File: src/rtl/tcd_pkg.sv
package tcd_pkg;

    typedef enum logic [1:0] {
        CLS_BOUNDED = 2'd0,
        CLS_DATA    = 2'd1,
        CLS_BEST    = 2'd2,
        CLS_OFF     = 2'd3
    } tcd_cls_e;

    localparam int unsigned PAYLOAD_MAX = 45;
    localparam int unsigned LEN_W       = 6;

endpackage

File: src/rtl/tcd_tick_gen.sv
module tcd_tick_gen #(
    parameter int unsigned TICK_W = 16
) (
    input  logic              clk,
    input  logic              rst_n,
    input  logic [TICK_W-1:0] period,
    output logic              tick
);

    typedef struct packed {
        logic [TICK_W-1:0] cnt;
    } tick_st_t;

    tick_st_t          st_d, st_q;
    logic [TICK_W-1:0] last_cnt;

    always_comb begin
        last_cnt = (period == '0) ? '0 : period - 1'b1;
        tick     = (st_q.cnt >= last_cnt);
        st_d     = st_q;
        if (tick) begin
            st_d.cnt = '0;
        end else begin
            st_d.cnt = st_q.cnt + 1'b1;
        end
    end

    always_ff @(posedge clk) begin
        if (!rst_n) begin
            st_q <= '0;
        end else begin
            st_q <= st_d;
        end
    end

endmodule

File: src/rtl/tcd_slack_eval.sv
module tcd_slack_eval #(
    parameter int unsigned TS_W = 16
) (
    input  logic [TS_W-1:0] head_ts,
    input  logic [TS_W-1:0] max_dly,
    input  logic [TS_W-1:0] now_ts,
    output logic [TS_W-1:0] lateness,
    output logic            reached
);

    logic [TS_W-1:0] deadline;

    always_comb begin
        deadline = head_ts + max_dly;
        lateness = now_ts - deadline;
        reached  = ~lateness[TS_W-1];
    end

endmodule

File: src/rtl/tcd_pick.sv
module tcd_pick
    import tcd_pkg::*;
#(
    parameter int unsigned N_FLOWS = 4,
    parameter int unsigned OCC_W   = 10,
    parameter int unsigned TS_W    = 16,
    parameter int unsigned FLOW_W  = 2
) (
    input  logic [N_FLOWS*OCC_W-1:0] flow_occ,
    input  logic [N_FLOWS*2-1:0]     flow_cls,
    input  logic [N_FLOWS*TS_W-1:0]  flow_late,
    input  logic [N_FLOWS-1:0]       flow_reached,
    output logic                     pick_vld,
    output logic [FLOW_W-1:0]        pick_idx,
    output logic                     pick_due,
    output logic [OCC_W-1:0]         pick_occ
);

    logic              hi_found, due_found, lo_found;
    logic [FLOW_W-1:0] hi_idx, due_idx, lo_idx;
    logic [OCC_W-1:0]  hi_occ, due_occ, lo_occ;
    logic [TS_W-1:0]   due_late;
    logic [OCC_W-1:0]  occ_i;
    logic [1:0]        cls_i;
    logic [TS_W-1:0]   late_i;

    always_comb begin
        hi_found  = 1'b0;
        due_found = 1'b0;
        lo_found  = 1'b0;
        hi_idx    = '0;
        due_idx   = '0;
        lo_idx    = '0;
        hi_occ    = '0;
        due_occ   = '0;
        lo_occ    = '0;
        due_late  = '0;
        occ_i     = '0;
        cls_i     = '0;
        late_i    = '0;
        for (int i = 0; i < N_FLOWS; i++) begin
            occ_i  = flow_occ[i*OCC_W +: OCC_W];
            cls_i  = flow_cls[i*2 +: 2];
            late_i = flow_late[i*TS_W +: TS_W];
            if (occ_i != '0) begin
                if (cls_i == CLS_BOUNDED || cls_i == CLS_DATA) begin
                    if (!hi_found || occ_i > hi_occ) begin
                        hi_found = 1'b1;
                        hi_idx   = FLOW_W'(i);
                        hi_occ   = occ_i;
                    end
                end
                if (cls_i == CLS_BOUNDED && flow_reached[i]) begin
                    if (!due_found || $signed(late_i) > $signed(due_late)) begin
                        due_found = 1'b1;
                        due_idx   = FLOW_W'(i);
                        due_occ   = occ_i;
                        due_late  = late_i;
                    end
                end
                if (cls_i == CLS_BEST) begin
                    if (!lo_found || occ_i > lo_occ) begin
                        lo_found = 1'b1;
                        lo_idx   = FLOW_W'(i);
                        lo_occ   = occ_i;
                    end
                end
            end
        end

        pick_vld = 1'b0;
        pick_idx = '0;
        pick_due = 1'b0;
        pick_occ = '0;
        if (due_found) begin
            pick_vld = 1'b1;
            pick_idx = due_idx;
            pick_due = 1'b1;
            pick_occ = due_occ;
        end else if (hi_found) begin
            pick_vld = 1'b1;
            pick_idx = hi_idx;
            pick_occ = hi_occ;
        end else if (lo_found) begin
            pick_vld = 1'b1;
            pick_idx = lo_idx;
            pick_occ = lo_occ;
        end
    end

endmodule

File: src/rtl/tcd_sched.sv
module tcd_sched
    import tcd_pkg::*;
#(
    parameter int unsigned N_FLOWS = 4,
    parameter int unsigned OCC_W   = 10,
    parameter int unsigned TS_W    = 16,
    parameter int unsigned TICK_W  = 16,
    localparam int unsigned FLOW_W = (N_FLOWS > 1) ? $clog2(N_FLOWS) : 1
) (
    input  logic                     clk,
    input  logic                     rst_n,
    input  logic [TICK_W-1:0]        tick_period,
    input  logic [TS_W-1:0]          now_ts,
    input  logic [N_FLOWS*OCC_W-1:0] flow_occ,
    input  logic [N_FLOWS*2-1:0]     flow_cls,
    input  logic [N_FLOWS*TS_W-1:0]  flow_head_ts,
    input  logic [N_FLOWS*TS_W-1:0]  flow_max_dly,
    output logic                     grant_vld,
    output logic [FLOW_W-1:0]        grant_flow,
    output logic [LEN_W-1:0]         grant_len,
    output logic                     grant_due
);

    typedef struct packed {
        logic              vld;
        logic [FLOW_W-1:0] flow;
        logic [LEN_W-1:0]  len;
        logic              due;
    } grant_st_t;

    grant_st_t               st_d, st_q;
    logic                    tick;
    logic [N_FLOWS*TS_W-1:0] late_vec;
    logic [N_FLOWS-1:0]      reached_vec;
    logic                    pick_vld;
    logic [FLOW_W-1:0]       pick_idx;
    logic                    pick_due;
    logic [OCC_W-1:0]        pick_occ;

    tcd_tick_gen #(
        .TICK_W (TICK_W)
    ) tick_i (
        .clk    (clk),
        .rst_n  (rst_n),
        .period (tick_period),
        .tick   (tick)
    );

    for (genvar g = 0; g < N_FLOWS; g++) begin : g_slack
        tcd_slack_eval #(
            .TS_W (TS_W)
        ) slack_i (
            .head_ts  (flow_head_ts[g*TS_W +: TS_W]),
            .max_dly  (flow_max_dly[g*TS_W +: TS_W]),
            .now_ts   (now_ts),
            .lateness (late_vec[g*TS_W +: TS_W]),
            .reached  (reached_vec[g])
        );
    end

    tcd_pick #(
        .N_FLOWS (N_FLOWS),
        .OCC_W   (OCC_W),
        .TS_W    (TS_W),
        .FLOW_W  (FLOW_W)
    ) pick_i (
        .flow_occ     (flow_occ),
        .flow_cls     (flow_cls),
        .flow_late    (late_vec),
        .flow_reached (reached_vec),
        .pick_vld     (pick_vld),
        .pick_idx     (pick_idx),
        .pick_due     (pick_due),
        .pick_occ     (pick_occ)
    );

    always_comb begin
        st_d = '0;
        if (tick && pick_vld) begin
            st_d.vld  = 1'b1;
            st_d.flow = pick_idx;
            st_d.due  = pick_due;
            if (pick_occ > OCC_W'(PAYLOAD_MAX)) begin
                st_d.len = LEN_W'(PAYLOAD_MAX);
            end else begin
                st_d.len = LEN_W'(pick_occ);
            end
        end
    end

    always_ff @(posedge clk) begin
        if (!rst_n) begin
            st_q <= '0;
        end else begin
            st_q <= st_d;
        end
    end

    assign grant_vld  = st_q.vld;
    assign grant_flow = st_q.flow;
    assign grant_len  = st_q.len;
    assign grant_due  = st_q.due;

endmodule

File: config.mk
export PLATFORM = sky130hd
export DESIGN_NAME = tcd_sched
export DESIGN_NICKNAME = d
export VERILOG_FILES = /design/src/rtl/tcd_pkg.sv /design/src/rtl/tcd_tick_gen.sv /design/src/rtl/tcd_slack_eval.sv /design/src/rtl/tcd_pick.sv /design/src/rtl/tcd_sched.sv
export SDC_FILE = /design/constraint.sdc
export NUM_CORES = 1
export LEC_CHECK = 0
export CORE_MARGIN = 5
export CORE_UTILIZATION = 23
export CTS_CLUSTER_DIAMETER = 80
export DETAILED_ROUTE_END_ITERATION = 16
export DONT_BUFFER_PORTS = 1
export GPL_ROUTABILITY_DRIVEN = 0
export SYNTH_ARGS = -nofsm -noshare
export SYNTH_HDL_FRONTEND = slang
export SYNTH_HIERARCHICAL = 1
export SYNTH_SLANG_ARGS = --single-unit
File: constraint.sdc
create_clock -name clk -period 33.4 [get_ports clk]
set_input_delay 6.68 -clock clk [delete_from_list [all_inputs] [get_ports clk]]
set_output_delay 6.68 -clock clk [all_outputs]
set_load 0.05 [all_outputs]
Word-level counts from Yosys, hierarchy flattened
Index checks and enable logic that the tools add are counted.
Widths: inputs -> output; s select.
- $add $sub $neg: 10
- $mul: 0
- divide/modulo/power cells: 0
- order comparisons: 11
- equal/unequal tests: 8
- shifts and indexed selects: 0
- multiplexer cells: 114
- bitwise gates (word level): 6
- reductions and logical operators: 39
- operators with widths (operator ; number):
    $mux 10 ; 37
    $mux 16 ; 9
    $add 16x16->16 ; 4
    $sub 16x16->16 ; 4
    $gt 10x10->1 ; 6
    $mux 2 ; 27
    $gt 16x16->1 ; 3
    $mux 1 ; 40
    $reduce_bool 10->1 ; 4
    $add 16x1->16 const B ; 1
    $ge 16x16->1 ; 1
    $logic_not 16->1 ; 1
    $sub 16x1->16 const B ; 1
    $logic_or 1x1->1 ; 13
    $gt 10x6->1 const B ; 1
    $logic_not 1->1 ; 9
    $eq 2x1->1 const B ; 4
    $eq 2x2->1 const B ; 4
    $logic_not 2->1 ; 4
    $mux 6 ; 1
    $not 1->1 ; 6
    $logic_and 1x1->1 ; 5
    $reduce_or 3->1 ; 1
    $reduce_and 2->1 ; 1
    $reduce_or 2->1 ; 1
- flip-flop bits (word level): 26
- latch bits: 0
- RAM bits: 0
- ROM bits: 0
- bits of input ports: 210
- output and inout port bits: 10
- word-level logic and storage cells: 194
- memories: 0

Logic depth before layout (Yosys ltp)
Gate-level depths: netlist of run 1.
- depth in word-level cells: 25
- mapped depth: 47
- gate-level depth less buffers: 39

By module
Netlist of run 1, hierarchy kept.
- by module, submodules not included (module ; times used ; cells an instance ; area each (sq um) ; seq. area each (sq um)):
    tcd_slack_eval ; 4 ; 154 ; 1197.4 ; 0.0
    tcd_pick ; 1 ; 639 ; 4554.4 ; 0.0
    tcd_tick_gen ; 1 ; 174 ; 1355.0 ; 320.3
    tcd_sched ; 1 ; 26 ; 310.3 ; 200.2

Worst setup path before layout of run 1
No wires, ideal clock.
- kind: input port to flip-flop
- from: input port flow_head_ts[6]
- to: register st_q (netlist bit grant_len[0])
- library setup time: 0.120 ns
- arrival: 16.179 ns
- data required time: 33.280 ns
- setup slack: 17.101 ns
- cell stages on the path: 44
- buffers on the path: 7
- cell sequence: inv_1 > fa_1 > ha_1 > nand2_1 > o31a_1 > o21ai_1 > xnor2_1 > nand2b_1 > a311oi_2 > clkbuf_1 > nand2_1 > ha_1 > a21o_1 > a2111oi_0 > o211ai_1 > o21a_2 > buf_4 > buf_4 > [... 8 more ...] > buf_2 > buf_2 > clkbuf_1 > nor2_1 > a21o_1 > ha_1 > a21oi_1 > o21a_1 > o2bb2ai_1 > or4_1 > a22o_1 > a21oi_2 > clkbuf_1 > a211oi_1 > o32a_1 > or4_4 > a21o_1 > o31a_1
- longest elaborated chain between the ends: 24
- elaborated cells between the ends (all ways): 49
- those cells by class: add/sub (2); order compare (4); mux (33); bitwise (1); reduce/logical (9)
- RTL lines (item ; line ; RTL):
    start, declared ; tcd_sched.sv:16 ; input logic [N_FLOWS*TS_W-1:0] flow_head_ts,
    $add 16x16->16 (*) ; tcd_slack_eval.sv:14 ; deadline = head_ts + max_dly;
    $sub 16x16->16 (*) ; tcd_slack_eval.sv:15 ; lateness = now_ts - deadline;
    $not 1->1 (*) ; tcd_slack_eval.sv:16 ; reached = ~lateness[TS_W-1];
    net reached_vec[0] ; tcd_sched.sv:34 ; logic [N_FLOWS-1:0] reached_vec;
    $logic_and 1x1->1 (*) ; tcd_pick.sv:53 ; if (cls_i == CLS_BOUNDED && flow_reached[i]) begin
    $mux 16 or $mux 1 (tied branches) ; tcd_pick.sv:53 ;
    $mux 16 or $mux 1 (tied branches) ; tcd_pick.sv:45 ; if (occ_i != '0) begin
    $gt 16x16->1 or $logic_not 1->1 (tied branches) ; tcd_pick.sv:54 ; if (!due_found || $signed(late_i) > $signed(due_late)) begin
    [... 10 more ...] ; - ;
    $logic_or 1x1->1 ; tcd_pick.sv:54 ;
    $mux 10 or $mux 1 (tied branches) ; tcd_pick.sv:54 ;
    $mux 10 or $mux 1 (tied branches) ; tcd_pick.sv:53 ;
    $mux 10 or $mux 1 (tied branches) ; tcd_pick.sv:45 ;
    $mux 10 (*) ; tcd_pick.sv:75 ; if (due_found) begin
    net pick_occ[9] ; tcd_sched.sv:38 ; logic [OCC_W-1:0] pick_occ;
    $gt 10x6->1 (*) ; tcd_sched.sv:83 ; if (pick_occ > OCC_W'(PAYLOAD_MAX)) begin
    $mux 6 (*) ; tcd_sched.sv:83 ;
    end signal, assigned ; tcd_sched.sv:95 ; st_q <= st_d;
    end, declared ; tcd_sched.sv:31 ; grant_st_t st_d, st_q;
Mark *: on every way through the listed nets, which the timed path passes. The rest lies on a longest branch.
A chain may end at the register's enable or synchronous reset.

Worst setup path after layout of run 1
- from: input port flow_head_ts[0]
- to: register st_q (netlist bit grant_len[0])
The elaborated chain is that of the path after synthesis.

==> results.cfg, run 1 <==
[status]
run_status = complete, no violations

[floorplan]
dieArea_mm2 = 0.05234
core-area_mm2 = 0.04755
io_pins = 220
fp-row-count = 80
die_h_um = 228.8
start_util_pct = 23.16
die_w_um = 228.8

[route]
dr.pass1.iters = 5
viasPerCell = 5.205
wl_per_cell_um = 18.26
ant_nets = 0
vias = 10650
post-route-drc-count = 0
routed_wl_mm = 37.35
drt_iter0_markers = 825

[final_layout]
drive_gt1_share_pct = 4.615
num-nets-final = 1896
diodes = 0
final_util_pct = 24.71
stdcell_area_mm2 = 0.01175
area_growth_pct = 6.705

[clock_tree]
clk_latency_ns = 0.26
post_cts_resized = 0
clock-sinks = 26
cts_root_buffer = clkbuf_16
cts_tree = done
post_cts_buffers = 0
clk_pin_slew_worst_paths_ns = 0.07
clockBufferDepth = 2
cts_made_buffers = 3
cts_hold_buf = 0
htreeDepth = 1

[timing]
clock_skew_ns = 0.007351
rsz0062_at_grt = false
slew_headroom_pct = 12.23
worst_pin_slew_ns = 1.317
fmaxAchievable_mhz = 55.51
period_minus_slack_ns = 18.02
hold_violations = 0
drv_slew = 0
setup_violations = 0
setup_tns_ns = 0
fin_crit_sh_pct = 53.94

[yosys]
synth.top_cell.area_share_pct = 22.16
syn_avg_cell_area_um2 = 7.567
synth_edf_count = 0
syn_area_mm2 = 0.01101
async_reset_ff_share_pct = 0
synth_cell_type_count = 83
ys_seq_area_share_pct = 4.728
synth_most_common_cell = ha_1
yosys_warnings = 6
synth_area_leaders = ha_1 22%, fa_1 11%, a21oi_1 6.4%
synth_ff_type = dfxtp_1
syn_nets = 1920
ys_ff_latch = 26
synthCells = 1455
yosys.area.top_type = ha_1
synth_top_cells_by_count = 195 x ha_1, 170 x inv_1, 149 x nand2_1

[setup_path]
cp_slowest_cell = a311oi_2
crit_path_end_kind = register
critical_path.max_stage_delay_ns = 1.10
crit_fanout = 53
worstSetupPathType = in -> reg
cp.required_ns = 33.55
start_kind = input pin
arrival_ns = 18.17

[global_routing]
grt_pass1_vias = 10380
track_usage_pct = 13.31
grt_max_degree = 54
grt_pass1_wl_mm = 56.73
antenna_found_initial = 0
grt-ovfl-total = 0

[power_and_ir_drop]
p_total_uw = 471.6
p_leak_nw = 5.202
powerDensity_mw_per_mm2 = 40.14
vdd_ir_drop_max_uv = 19.61

[flow_run]
max_cap_violations = 0

[placed_design]
dp_hpwl_mm = 32.74
portBuffers = 0
placed_area_mm2 = 0.01164

[hold_path]
hp-class = reg -> reg
## cells by family after synthesis
logic type	synth area share (%)
compound gates	26.08
mux	1.728
fa+ha+maj	33.07
flops	4.728
buf+inv	7.319
simple gates	19.27
xor+xnor	7.796
## path summary, 6_finish.rpt
check	slack, ns	depth (start not counted)	start	endpoint
worst min-delay path	0.49	1	tick_i/st_q[0]	tick_i/st_q[0]
worst max-delay path	15.38	39	flow_head_ts[0]	grant_len[0]
worst min register to register	0.49	1	tick_i/st_q[0]	tick_i/st_q[0]
worst max register to register	31.08	7	tick_i/st_q[13]	grant_len[1]
## layout make-up
type	count	area (um^2)
fill	5183	35800
multi-input combinational	1226	9684
tap	615	769.5
inverter	170	638.1
sequential	26	520.5
clock buffer	3	75.07
clock inverter	1	30.03
timing repair buffer	4	30.03
## placed cells by master, fill, tap and decap left out, types with 6 or more instances in the layout
cell	count
a211o_1	17
a211oi_1	10
a21o_1	43
a21oi_1	140
a22oi_1	15
a311oi_1	6
a31oi_1	9
a31oi_2	7
a32oi_1	9
and2_1	10
and3_1	13
and4_1	10
dfxtp_1	26
fa_1	60
ha_1	195
inv_1	170
mux2_2	7
mux2i_1	7
nand2_1	149
nand2b_1	13
nand3_1	21
nand4_1	31
nor2_1	116
nor2b_1	9
nor3_1	17
nor4_1	11
nor4_2	6
o211ai_1	11
o21a_1	20
o21ai_0	51
o21ai_1	9
o21ai_2	6
o21bai_1	9
o31ai_1	6
xnor2_1	52
xor2_1	46
## metal layers
metal | wire (um) | vias up | GRT usage, %
li1 | - | 5163 | -
met1 | 15800 | 5022 | 17.00
met2 | 17900 | 430 | 23.74
met3 | 3026 | 30 | 2.385
met4 | 623 | 0 | 2.387
met5 | 0 | - | 0
## stage by stage
step | setup WS, ns | instances | hold WS [ns]
2_1_floorplan | 17.10 | 1455 | 0.4374
3_3_place_gp | 15.87 | 2041 | 0.4569
3_5_place_dp | 15.35 | 2041 | 0.4762
4_1_cts | 15.59 | 2045 | 0.4938
5_1_grt | 14.66 | 2045 | 0.5362
6_report | 15.38 | 2045 | 0.4883
## critical path, delay by kind of cell
kind            cells  cell delay [ns]
simple gates        9             2.17
xor+xnor            1             0.22
compound gates     23             7.27
buf+inv             1             0.03
fa+ha+maj           5             1.76
## state kept, by name, summed over array words and instances (netlist names)
register and count:
grant_vld 1, grant_due 1, grant_len 6, grant_flow 2, tick_i/st_q 16
## power by group
part | switching [mW] | internal, mW
sequential | 0.000428 | 0.0313
combinational | 0.239 | 0.165
clock | 0.0115 | 0.0239
total | 0.251 | 0.221
(Power assumes the default switching activity.)
==> inputs of run 2 (changes only) <==
==> constraint.sdc (replaced) <==
create_clock -name clk -period 18 [get_ports clk]
set_input_delay 3.6 -clock clk [delete_from_list [all_inputs] [get_ports clk]]
set_output_delay 3.6 -clock clk [all_outputs]
set_load 0.05 [all_outputs]
==> run 2 against run 1 <==
Die area stayed put. Highest routed layer unchanged. Combinational power increased by 86%. Sequential power up 86%. Global-route usage is essentially flat. Count of clock-buffer cells in the layout is the same. Sequential cell count unchanged. Non-clock buffer count unchanged. Via count fell by 1.2%. Utilization barely moved. Clock skew about the same.
==> results.cfg, run 2 (same netlist as run 1, synthesis figures left out) <==
[timing]
period_minus_slack_ns = 15.05
setup_violations = 0
fmaxAchievable_mhz = 66.43
slew_headroom_pct = 10.06
worst_pin_slew_ns = 1.349
hold_violations = 0
fin_crit_sh_pct = 83.63
setup_tns_ns = 0
clock_skew_ns = 0.007782
drv_slew = 0
rsz0062_at_grt = false

[setup_path]
crit_start = flow_head_ts[4]
cp-endpoint = grant_len[0]
cp.required_ns = 18.15
cp_slowest_cell = a311oi_2
arrival_ns = 15.20
worstSetupPathType = in -> reg
start_kind = input pin
rrSetupSlack_ns = 15.72
r2r_end = grant_len[1]
reg2regPathDepth = 7
crit_fanout = 53
reg2reg_from = tick_i/st_q[13]
critical_path.max_stage_delay_ns = 1.12
cpMostUsedCell = ha_1
crit_path_end_kind = register

[floorplan]
die_w_um = 228.8
io_pins = 220
start_util_pct = 23.16
die_h_um = 228.8
dieArea_mm2 = 0.05234
fp-row-count = 80
core-area_mm2 = 0.04755

[global_routing]
grt_max_degree = 54
track_usage_pct = 13.32
antenna_found_initial = 0
grt_pass1_vias = 10470
grt_pass1_wl_mm = 56.90
grt-ovfl-total = 0

[route]
viasPerCell = 5.142
routed_wl_mm = 37.15
dr.pass1.iters = 7
wl_per_cell_um = 18.16
vias = 10520
ant_nets = 0
post-route-drc-count = 0
drt_iter0_markers = 882

[final_layout]
num-nets-final = 1896
layout_commonest_cell = ha_1
regMostFlops = tick_i/st_q
final_cell_mix = 195 x ha_1, 170 x inv_1, 149 x nand2_1, 140 x a21oi_1, 116 x nor2_1
fill_cells = 5204
area_growth_pct = 6.728
largest_reg_flops = 16
stdcell_area_mm2 = 0.01175
drive_gt1_share_pct = 4.615
final_util_pct = 24.71

[status]
run_status = complete, no violations

[clock_tree]
cts_tree = done
cts_root_buffer = clkbuf_16
cts_hold_buf = 0
post_cts_resized = 0
clk_latency_ns = 0.26
post_cts_buffers = 0
clockBufferDepth = 2
clock-sinks = 26
cts_made_buffers = 3
clk_pin_slew_worst_paths_ns = 0.07
htreeDepth = 1

[power_and_ir_drop]
powerDensity_mw_per_mm2 = 74.44
vdd_ir_drop_max_uv = 35.49
p_leak_nw = 5.202

[placed_design]
portBuffers = 0
placed_area_mm2 = 0.01164
dp_hpwl_mm = 32.79

[hold_path]
hp-class = reg -> reg

[flow_run]
max_cap_violations = 0
## run 2: area by class of cell
| cell class | count | area [um^2] | share of cell area (%) |
|---|---|---|---|
| Antenna cell | 1 | 2.502 | 0.02130 |
| Clock buffer | 3 | 75.07 | 0.6389 |
| Clock inverter | 1 | 30.03 | 0.2556 |
| Inverter | 170 | 638.1 | 5.431 |
| Multi-Input combinational cell | 1226 | 9684 | 82.42 |
| Sequential cell | 26 | 520.5 | 4.430 |
| Tap cell | 615 | 769.5 | 6.549 |
| Timing Repair Buffer | 4 | 30.03 | 0.2556 |
## run 2: per-layer routing
layer	global-route usage [%]	wire [um]	share of wire, %
met1	17.14	15960	43
met2	24.25	18140	49
met3	2.161	2742	7.4
met4	1.428	310	0.83
met5	0	0	0
## run 2: worst max-delay path: cells and delay by family
kind                     cells  cell delay, ns
AO/OA/AOI/OAI               23            7.29
XOR/XNOR                     1            0.23
adder cells (fa/ha/maj)      5            1.80
buffers and inverters        1            0.03
AND/OR/NAND/NOR              9            2.22
## run 2: how the worst min path moves through the flow
stage	cells past startpoint	slack, ns	startpoint	endpoint
finish	1	0.49	tick_i/st_q[0]	tick_i/st_q[0]
detailed placement	1	0.47	tick_i/st_q[0]	tick_i/st_q[0]
global route	1	0.54	tick_i/st_q[0]	tick_i/st_q[0]
global placement	1	0.46	tick_i/st_q[0]	tick_i/st_q[0]
floorplan	1	0.44	tick_i/st_q[0]	tick_i/st_q[0]
CTS	1	0.49	tick_i/st_q[0]	tick_i/st_q[0]
## run 2: report_power, final
| group | switching, mW | leakage [nW] | internal, mW |
|---|---|---|---|
| logic | 0.444 | 4.94 | 0.307 |
| registers | 0.000802 | 0.210 | 0.0581 |
| clock network | 0.0204 | 0.0511 | 0.0442 |
## run 2: per-stage QoR
step / instances / setup slack [ns] / power [mW] / hold WS [ns]
2_1_floorplan: 1455 / 4.781 / 0.6262 / 0.4374
3_5_place_dp: 2041 / 3.059 / 0.7962 / 0.4723
4_1_cts: 2045 / 3.248 / 0.8676 / 0.4906
5_1_grt: 2045 / 2.232 / 0.9688 / 0.5437
3_3_place_gp: 2041 / 3.531 / 0.7769 / 0.4571
6_report: 2046 / 2.947 / 0.8746 / 0.4853
